--- src/rtl/ea_pkg.sv ---
package ea_pkg;
  localparam int EA_W     = 32;
  localparam int REG_N    = 8;
  localparam int SEL_W    = $clog2(REG_N);
  localparam int DISP_NB  = EA_W / 8;
  localparam int CNT_W    = $clog2(DISP_NB + 1);
  localparam int LEN_W    = $clog2(DISP_NB + 3);
  localparam int LEN_MAX  = DISP_NB + 2;
  localparam logic [SEL_W-1:0] CODE_NOIDX = SEL_W'(4);
  localparam logic [SEL_W-1:0] CODE_NOBASE = SEL_W'(5);

  typedef enum logic [1:0] {
    ST_MODRM,
    ST_SIB,
    ST_DISP,
    ST_DONE
  } ea_state_e;

  typedef struct packed {
    logic             base_en;
    logic [SEL_W-1:0] base;
    logic             idx_en;
    logic [SEL_W-1:0] idx;
    logic [1:0]       scale;
    logic [CNT_W-1:0] disp_nb;
    logic             disp_sext;
    logic             bad;
  } ea_form_t;
endpackage

--- src/rtl/ea_modrm_dec.sv ---
module ea_modrm_dec
  import ea_pkg::*;
(
  input  logic [1:0]       mod_i,
  input  logic [SEL_W-1:0] rm_i,
  output ea_form_t         form_o,
  output logic             need_sib_o
);
  always_comb begin
    form_o           = '0;
    form_o.base      = rm_i;
    form_o.base_en   = 1'b1;
    form_o.idx       = CODE_NOIDX;
    need_sib_o       = (mod_i != 2'd3) && (rm_i == CODE_NOIDX);
    unique case (mod_i)
      2'd0: if (rm_i == CODE_NOBASE) begin
              form_o.base_en = 1'b0;
              form_o.disp_nb = CNT_W'(DISP_NB);
            end
      2'd1: begin
              form_o.disp_nb   = CNT_W'(1);
              form_o.disp_sext = 1'b1;
            end
      2'd2: form_o.disp_nb = CNT_W'(DISP_NB);
      default: begin
              form_o.base_en = 1'b0;
              form_o.bad     = 1'b1;
            end
    endcase
  end
endmodule

--- src/rtl/ea_sib_dec.sv ---
module ea_sib_dec
  import ea_pkg::*;
(
  input  logic [1:0] mod_i,
  input  logic [7:0] sib_i,
  output ea_form_t   form_o
);
  logic [SEL_W-1:0] base, idx;
  logic [1:0]       scale;
  assign scale = sib_i[7:6];
  assign idx   = sib_i[5:3];
  assign base  = sib_i[2:0];

  always_comb begin
    form_o         = '0;
    form_o.base    = base;
    form_o.idx     = idx;
    form_o.scale   = scale;
    form_o.base_en = !((mod_i == 2'd0) && (base == CODE_NOBASE));
    form_o.idx_en  = (idx != CODE_NOIDX);
    form_o.bad     = (idx == CODE_NOIDX) && (scale != 2'd0);
    if (mod_i == 2'd1) begin
      form_o.disp_nb   = CNT_W'(1);
      form_o.disp_sext = 1'b1;
    end else if ((mod_i == 2'd2) || !form_o.base_en) begin
      form_o.disp_nb = CNT_W'(DISP_NB);
    end
  end
endmodule

--- src/rtl/ea_disp_acc.sv ---
module ea_disp_acc #(
  parameter int W     = 32,
  parameter int NB    = W / 8,
  parameter int POS_W = (NB > 1) ? $clog2(NB) : 1
) (
  input  logic             clk_i,
  input  logic             rst_ni,
  input  logic             clr_i,
  input  logic             we_i,
  input  logic [POS_W-1:0] pos_i,
  input  logic [7:0]       byte_i,
  input  logic             sext_i,
  output logic [W-1:0]     disp_o
);
  logic [NB-1:0][7:0] lane_q;

  for (genvar g = 0; g < NB; g++) begin : g_lane
    always_ff @(posedge clk_i or negedge rst_ni) begin
      if (!rst_ni)                               lane_q[g] <= '0;
      else if (clr_i)                            lane_q[g] <= '0;
      else if (we_i && (pos_i == POS_W'(g)))     lane_q[g] <= byte_i;
    end
  end

  assign disp_o = sext_i ? {{(W-8){lane_q[0][7]}}, lane_q[0]} : lane_q;
endmodule

--- src/rtl/ea_agu.sv ---
module ea_agu #(
  parameter int W = 32
) (
  input  logic         base_en_i,
  input  logic [W-1:0] base_i,
  input  logic         idx_en_i,
  input  logic [W-1:0] idx_i,
  input  logic [1:0]   scale_i,
  input  logic [W-1:0] disp_i,
  output logic [W-1:0] sum_o
);
  logic [W-1:0] base_term, idx_term;
  assign base_term = base_en_i ? base_i : '0;
  assign idx_term  = idx_en_i ? (idx_i << scale_i) : '0;
  assign sum_o     = base_term + idx_term + disp_i;
endmodule

--- src/rtl/ea_decoder32.sv ---
module ea_decoder32
  import ea_pkg::*;
(
  input  logic             clk_i,
  input  logic             rst_ni,
  input  logic             byte_valid_i,
  input  logic [7:0]       byte_data_i,
  output logic             byte_ready_o,
  output logic [SEL_W-1:0] base_sel_o,
  input  logic [EA_W-1:0]  base_val_i,
  output logic [SEL_W-1:0] idx_sel_o,
  input  logic [EA_W-1:0]  idx_val_i,
  output logic             done_o,
  output logic [EA_W-1:0]  offset_o,
  output logic [LEN_W-1:0] len_o,
  output logic             invalid_o
);
  localparam int POS_W = (DISP_NB > 1) ? $clog2(DISP_NB) : 1;

  ea_state_e        state_q;
  ea_form_t         form_q, mdec_form, sdec_form;
  logic             mdec_sib;
  logic [1:0]       mod_q;
  logic [LEN_W-1:0] len_q;
  logic [POS_W-1:0] pos_q;
  logic [CNT_W-1:0] left_q;
  logic [EA_W-1:0]  disp;
  logic             accept;

  assign byte_ready_o = (state_q != ST_DONE);
  assign accept       = byte_valid_i && byte_ready_o;

  ea_modrm_dec u_modrm (
    .mod_i      (byte_data_i[7:6]),
    .rm_i       (byte_data_i[2:0]),
    .form_o     (mdec_form),
    .need_sib_o (mdec_sib)
  );

  ea_sib_dec u_sib (
    .mod_i  (mod_q),
    .sib_i  (byte_data_i),
    .form_o (sdec_form)
  );

  ea_disp_acc #(.W(EA_W), .NB(DISP_NB), .POS_W(POS_W)) u_disp (
    .clk_i  (clk_i),
    .rst_ni (rst_ni),
    .clr_i  (accept && (state_q == ST_MODRM)),
    .we_i   (accept && (state_q == ST_DISP)),
    .pos_i  (pos_q),
    .byte_i (byte_data_i),
    .sext_i (form_q.disp_sext),
    .disp_o (disp)
  );

  ea_agu #(.W(EA_W)) u_agu (
    .base_en_i (form_q.base_en),
    .base_i    (base_val_i),
    .idx_en_i  (form_q.idx_en),
    .idx_i     (idx_val_i),
    .scale_i   (form_q.scale),
    .disp_i    (disp),
    .sum_o     (offset_o)
  );

  always_ff @(posedge clk_i or negedge rst_ni) begin
    if (!rst_ni) begin
      state_q <= ST_MODRM;
      form_q  <= '0;
      mod_q   <= '0;
      len_q   <= '0;
      pos_q   <= '0;
      left_q  <= '0;
    end else begin
      unique case (state_q)
        ST_MODRM: if (accept) begin
          form_q <= mdec_form;
          mod_q  <= byte_data_i[7:6];
          len_q  <= LEN_W'(1);
          pos_q  <= '0;
          left_q <= mdec_form.disp_nb;
          if (mdec_form.bad)                state_q <= ST_DONE;
          else if (mdec_sib)                state_q <= ST_SIB;
          else if (mdec_form.disp_nb != 0)  state_q <= ST_DISP;
          else                              state_q <= ST_DONE;
        end
        ST_SIB: if (accept) begin
          form_q  <= sdec_form;
          len_q   <= len_q + LEN_W'(1);
          left_q  <= sdec_form.disp_nb;
          state_q <= (sdec_form.disp_nb != 0) ? ST_DISP : ST_DONE;
        end
        ST_DISP: if (accept) begin
          len_q  <= len_q + LEN_W'(1);
          pos_q  <= pos_q + POS_W'(1);
          left_q <= left_q - CNT_W'(1);
          if (left_q == CNT_W'(1)) state_q <= ST_DONE;
        end
        default: state_q <= ST_MODRM;
      endcase
    end
  end

  assign base_sel_o = form_q.base;
  assign idx_sel_o  = form_q.idx;
  assign done_o     = (state_q == ST_DONE);
  assign len_o      = len_q;
  assign invalid_o  = form_q.bad;
endmodule

--- config.mk ---
export PLATFORM = sky130hd
export DESIGN_NAME = ea_decoder32
export DESIGN_NICKNAME = d
export VERILOG_FILES = /design/src/rtl/ea_pkg.sv /design/src/rtl/ea_modrm_dec.sv /design/src/rtl/ea_sib_dec.sv /design/src/rtl/ea_disp_acc.sv /design/src/rtl/ea_agu.sv /design/src/rtl/ea_decoder32.sv
export SDC_FILE = /design/constraint.sdc
export NUM_CORES = 1
export LEC_CHECK = 0
export CORE_MARGIN = 2
export CORE_UTILIZATION = 54
export DETAILED_ROUTE_END_ITERATION = 7
export PLACE_DENSITY = 0.83
export SLEW_MARGIN = 20
export SYNTH_ARGS = -nofsm -noshare
export SYNTH_HDL_FRONTEND = slang
export SYNTH_SLANG_ARGS = --single-unit
--- constraint.sdc ---
create_clock -name clk_i -period 4.9 [get_ports clk_i]
set_input_delay 0.49 -clock clk_i [delete_from_list [all_inputs] [get_ports clk_i]]
set_output_delay 0.49 -clock clk_i [all_outputs]
set_load 0.01 [all_outputs]
Word level (Yosys, flattened, before mapping)
Cells that the tools add are included.

Add/subtract/negate cells: 5. Equality and inequality tests: 22. Shift operators: 1. Multiplexer cells: 42. Reduce and logical (&&, ||, !) cells: 36.

Operators with widths (count): 32-bit 2-to-1 mux (3); 32-bit adder (2); 8-bit 2-to-1 mux (8); 32-bit by 2-bit left shift with 32-bit output (1); 15-bit 2-to-1 mux (2); 15-bit one-hot mux with 2 select lines (1); 3-bit 2-to-1 mux (8); 3-bit one-hot mux with 3 select lines (2); 2-bit 2-to-1 mux (8); 2-bit nonzero test (8); 2-bit == test, second input constant (6); 1-bit logical AND (10); 2-bit inequality test, second input constant (5); 3-bit == test, second input constant (3); 3-bit AND reduction (3); 3-bit nonzero test (3); 2-bit by 1-bit == test with 1-bit output, second input constant (4); 2-bit logical NOT (4); 4-bit AND reduction (2); 1-bit 2-to-1 mux (6); 2-bit one-hot mux with 3 select lines (1); 3-bit one-hot mux with 2 select lines (1); 2-bit by 1-bit inequality test with 1-bit output, second input constant (2); 2-bit one-hot mux with 2 select lines (1); 11 further kinds (12).

Register bits: 56. Input port bits: 75. Output and inout bits: 44. Logic and storage cells: 122.

Logic depth before layout (Yosys ltp)
Word-level depth: 9. Gate-level depth with buffers: 15. Depth with buffers taken out: 13.

Cells and area by module
From an unflattened synthesis, not the netlist that was laid out.

Cell total of the unflattened synthesis: 794. Area, all modules: 6856.6 µm².

Modules (own cells, without submodules): ea_agu (instances 1, cells an instance 435, area an instance 3412.0 µm², sequential area each 0.0 µm²); ea_disp_acc (instances 1, cells an instance 176, area an instance 1726.7 µm², sequential area each 800.8 µm²); ea_decoder32 (instances 1, cells an instance 138, area an instance 1396.3 µm², sequential area each 600.6 µm²); ea_modrm_dec (instances 1, cells an instance 26, area an instance 196.4 µm², sequential area each 0.0 µm²); ea_sib_dec (instances 1, cells an instance 19, area an instance 125.1 µm², sequential area each 0.0 µm²).

Worst setup path after synthesis
Ideal clock, no wire load.

Kind: flip-flop to output port. Start: register form_q[5] in the netlist's numbering. End: output offset_o[28]. Data arrival time: 3.898 ns. Data required time: 4.410 ns. Path slack: 0.512 ns. Stages on the path, launching flop included: 14. Path buffers: 2. Path through: dfrtp_1 > clkbuf_1 > clkbuf_1 > mux2_2 > o211a_1 > fa_1 > ha_1 > a2111oi_2 > o21ai_1 > a21oi_2 > o21ai_2 > a221o_1 > nor4b_1 > and4b_1.

Word-level cells in the longest chain between the ends: 4.

Ends and longest elaborated chain: start: declaration (RTL line ea_decoder32.sv:21) `ea_form_t form_q, mdec_form, sdec_form;`; start signal: assignment (RTL line ea_decoder32.sv:78) `form_q <= mdec_form;`; start signal: assignment (RTL line ea_decoder32.sv:89) `form_q <= sdec_form;`; 32-bit by 2-bit left shift with 32-bit output (RTL line ea_agu.sv:14) `assign idx_term = idx_en_i ? (idx_i << scale_i) : '0;`; 32-bit 2-to-1 mux (RTL line ea_agu.sv:14); 32-bit adder (2 in series) (RTL line ea_agu.sv:15) `assign sum_o = base_term + idx_term + disp_i;`; end: declaration (RTL line ea_decoder32.sv:14) `output logic [EA_W-1:0] offset_o,`.

No other way between the ends.

Worst setup path in the final report
Same ends and word-level chain as after synthesis.

==> results.json <==
{
  "outcome": "complete, no violations",
  "crit_start": "form_q[5]",
  "antenna_found_initial": 0,
  "initial_core_util_pct": 54.73,
  "htreeDepth": 2,
  "multiInputGateArea_sq_um": 4489,
  "io_pins": 119,
  "die_area_sq_um": 12300,
  "end_kind": "output pin",
  "synth.avg_cell_area_sq_um": 8.360,
  "grt_max_degree": 57,
  "drt-wirelength-per-cell_microns": 18.05,
  "cts_buffers": 5,
  "crit_family": "compound AO/OA/AOI/OAI gates",
  "drv_slew": 0,
  "synth_cells": 738,
  "regToRegSetupSlack_ps": 2290,
  "place_hpwl_microns": 14300,
  "cp.depth": 14,
  "crit_required_ps": 4410,
  "remaining_drc_errors": 0,
  "ys_ff_latch": 56,
  "cp-endpoint": "offset_o[28]",
  "fill_cells": 819,
  "yosys_most_used_dff": "dfrtp_1",
  "drive_above_1_share_pct": 16.63,
  "antenna_cells": 0,
  "setup_violations": 0,
  "synth_area_sq_um": 6170,
  "max_freq_ghz": 0.2079,
  "cp_common_cell": "o21ai_2",
  "portBuffers": 118,
  "reg2regPathDepth": 5,
  "clk_pin_slew_ps": 70,
  "period_needed_ps": 4811,
  "worst-setup-path-type": "reg2out",
  "cts.sink_count": 56,
  "seq_area_sq_um": 1406,
  "cp_slowest_stage_delay_ps": 510,
  "placed_area_sq_um": 7801,
  "insertion_delay_ps": 290,
  "drv_cap": 0,
  "synth.distinct_cells": 65,
  "path_buf_inv": 3,
  "track_usage_pct": 29.34,
  "relSlewSlack_pct": 31.81,
  "hold_ws_ps": 320.0,
  "grtUsageMet3_pct": 4.702,
  "hold_viol_final": 0,
  "cts_buffer_depth": 2,
  "grt_setup_unrepaired": "false",
  "busiest_layer": "met2",
  "rows": 39,
  "vias_per_cell": 5.888,
  "synth_async_sr_flop_share_pct": 100.0,
  "place_congestion": 0.9432,
  "timing.critical_path.cells": "buf_12 -> mux4_2 -> and2_1 -> fa_2 -> ha_4 -> a2111oi_4 -> o21ai_2 -> a21oi_2 -> o21ai_2 -> a221o_1 -> buf_4 -> nor4b_2 -> and4b_1 -> clkdlybuf4s15_1",
  "core_area_sq_um": 11270,
  "die_h_microns": 110.9,
  "via_count": 6082,
  "final_cell_mix": "149 x nand2_1, 100 x clkdlybuf4s50_1, 75 x inv_1",
  "synth_enable_flop_cells": 0,
  "post-route-period-util_pct": 98.18,
  "r2r-end": "u_disp.lane_q[16]",
  "dieWidth_microns": 110.9,
  "cp_max_fo": 5,
  "grt_pass1_vias": 5969,
  "synthToLayoutAreaGrowth_pct": 34.60,
  "worstMarginPinSlew_ps": 1023,
  "reg2reg_from": "state_q[0]",
  "overflow": 0,
  "critPathArrivalTime_ps": 4320,
  "grt_use_met1_pct": 38.88,
  "skew_ps": 5.092,
  "ctsHoldBuffers": 0,
  "min_path_type": "in2async",
  "routed_wirelength_microns": 18640,
  "cts_tree": "done",
  "grt_pass1_wl_microns": 29490,
  "drt_iter0_drc": 647,
  "dr.pass1.iters": 5,
  "cts_root_buf": "clkbuf_16",
  "grt_use_met2_pct": 51.90,
  "syn-num-nets": 890,
  "slowest_stage": "dfrtp_4",
  "antenna_left": 0,
  "layout_commonest_cell": "nand2_1",
  "final_area_sq_um": 8304,
  "yosys_warnings": 0,
  "seq_area_frac_synth_pct": 22.71,
  "start_kind": "register",
  "layout.nets": 1041
}
## repair_timing
item | 4_1_cts | 5_1_grt
cloned | 0 | 1
gates resized for setup | 23 | 43
pin swaps | 5 | 12
setup endpoints to repair | 13 | 15
buffers inserted | 6 | 6
endpoints found under the hold margin | 0 | 0
## per-stage QoR
stage / util [%] / std cells / TNS (ps) / setup WS, ps
2_1_floorplan: - / 738 / 0 / 512.2
3_3_place_gp: 69.21 / 1012 / -447.6 / -124.1
3_5_place_dp: 69.21 / 1012 / -1108 / -209.0
4_1_cts: 71.67 / 1026 / 0 / 4.783
5_1_grt: 73.67 / 1033 / 0 / 1.594
6_report: 73.67 / 1033 / 0 / 88.97
## final cells by class
class | count | share of cell area (%)
Clock buffer | 6 | 1.672
Clock inverter | 2 | 0.1205
Inverter | 75 | 3.390
Multi-Input combinational cell | 564 | 54.06
Sequential cell | 56 | 16.94
Tap cell | 143 | 2.155
Timing Repair Buffer | 187 | 21.67
## flip-flops by register name, indices dropped and copies added, names as in the netlist
name	cells
state_q	2
u_disp.lane_q	32
invalid_o	1
left_q	3
mod_q	2
pos_q	2
base_sel_o	3
len_o	3
idx_sel_o	3
form_q	5
## layer usage
metal  part of all wire [%]  routed length [microns]
met1                     40                     7371
met2                     51                     9445
met3                    8.2                     1531
met4                    1.6                      294
met5                      0                        0
## Yosys cell counts, types with 5 or more instances
library cell	n	area, sq um
nand2_1	149	559.3
inv_1	75	281.5
o21ai_0	62	310.3
a21oi_1	61	305.3
dfrtp_1	56	1401
ha_1	45	563.0
nor2_1	34	127.6
clkbuf_1	32	120.1
fa_1	32	640.6
mux4_2	25	563.0
xnor2_1	22	192.7
and2_1	12	75.07
o211ai_1	9	67.56
buf_4	8	60.06
nor2b_1	7	43.79
xor2_1	7	61.31
a211oi_1	6	45.04
a31oi_1	6	37.54
nand3_1	6	30.03
nand4_1	6	37.54
a21o_1	5	37.54
mux2i_1	5	50.05
## worst min path at each step
stage / slack [ps] / end / cells after the start
2_1_floorplan: 190 / base_sel_o[0] / 0
3_3_place_gp: 460 / u_disp.lane_q[31] / 2
3_5_place_dp: 470 / base_sel_o[1] / 2
4_1_cts: 350 / state_q[1] / 2
5_1_grt: 380 / state_q[1] / 2
6_report: 320 / state_q[1] / 2
## cell families (layout without fill, tap and decap cells)
group                      Yosys count  after routing  share of synthesized area [%]
and+or+nand+nor                    238            238                          17.06
AOI/OAI and AO/OA                  188            188                          18.58
buffers and inverters              118            270                          7.727
adders and majority gates           77             77                          19.51
DFF                                 56             56                          22.71
muxes                               32             32                          10.30
xor gates and xnor gates            29             29                          4.117
Power is left out: the tool's default activity adds up to more than one toggle a clock period on the data nets, which glitch-free logic cannot reach.
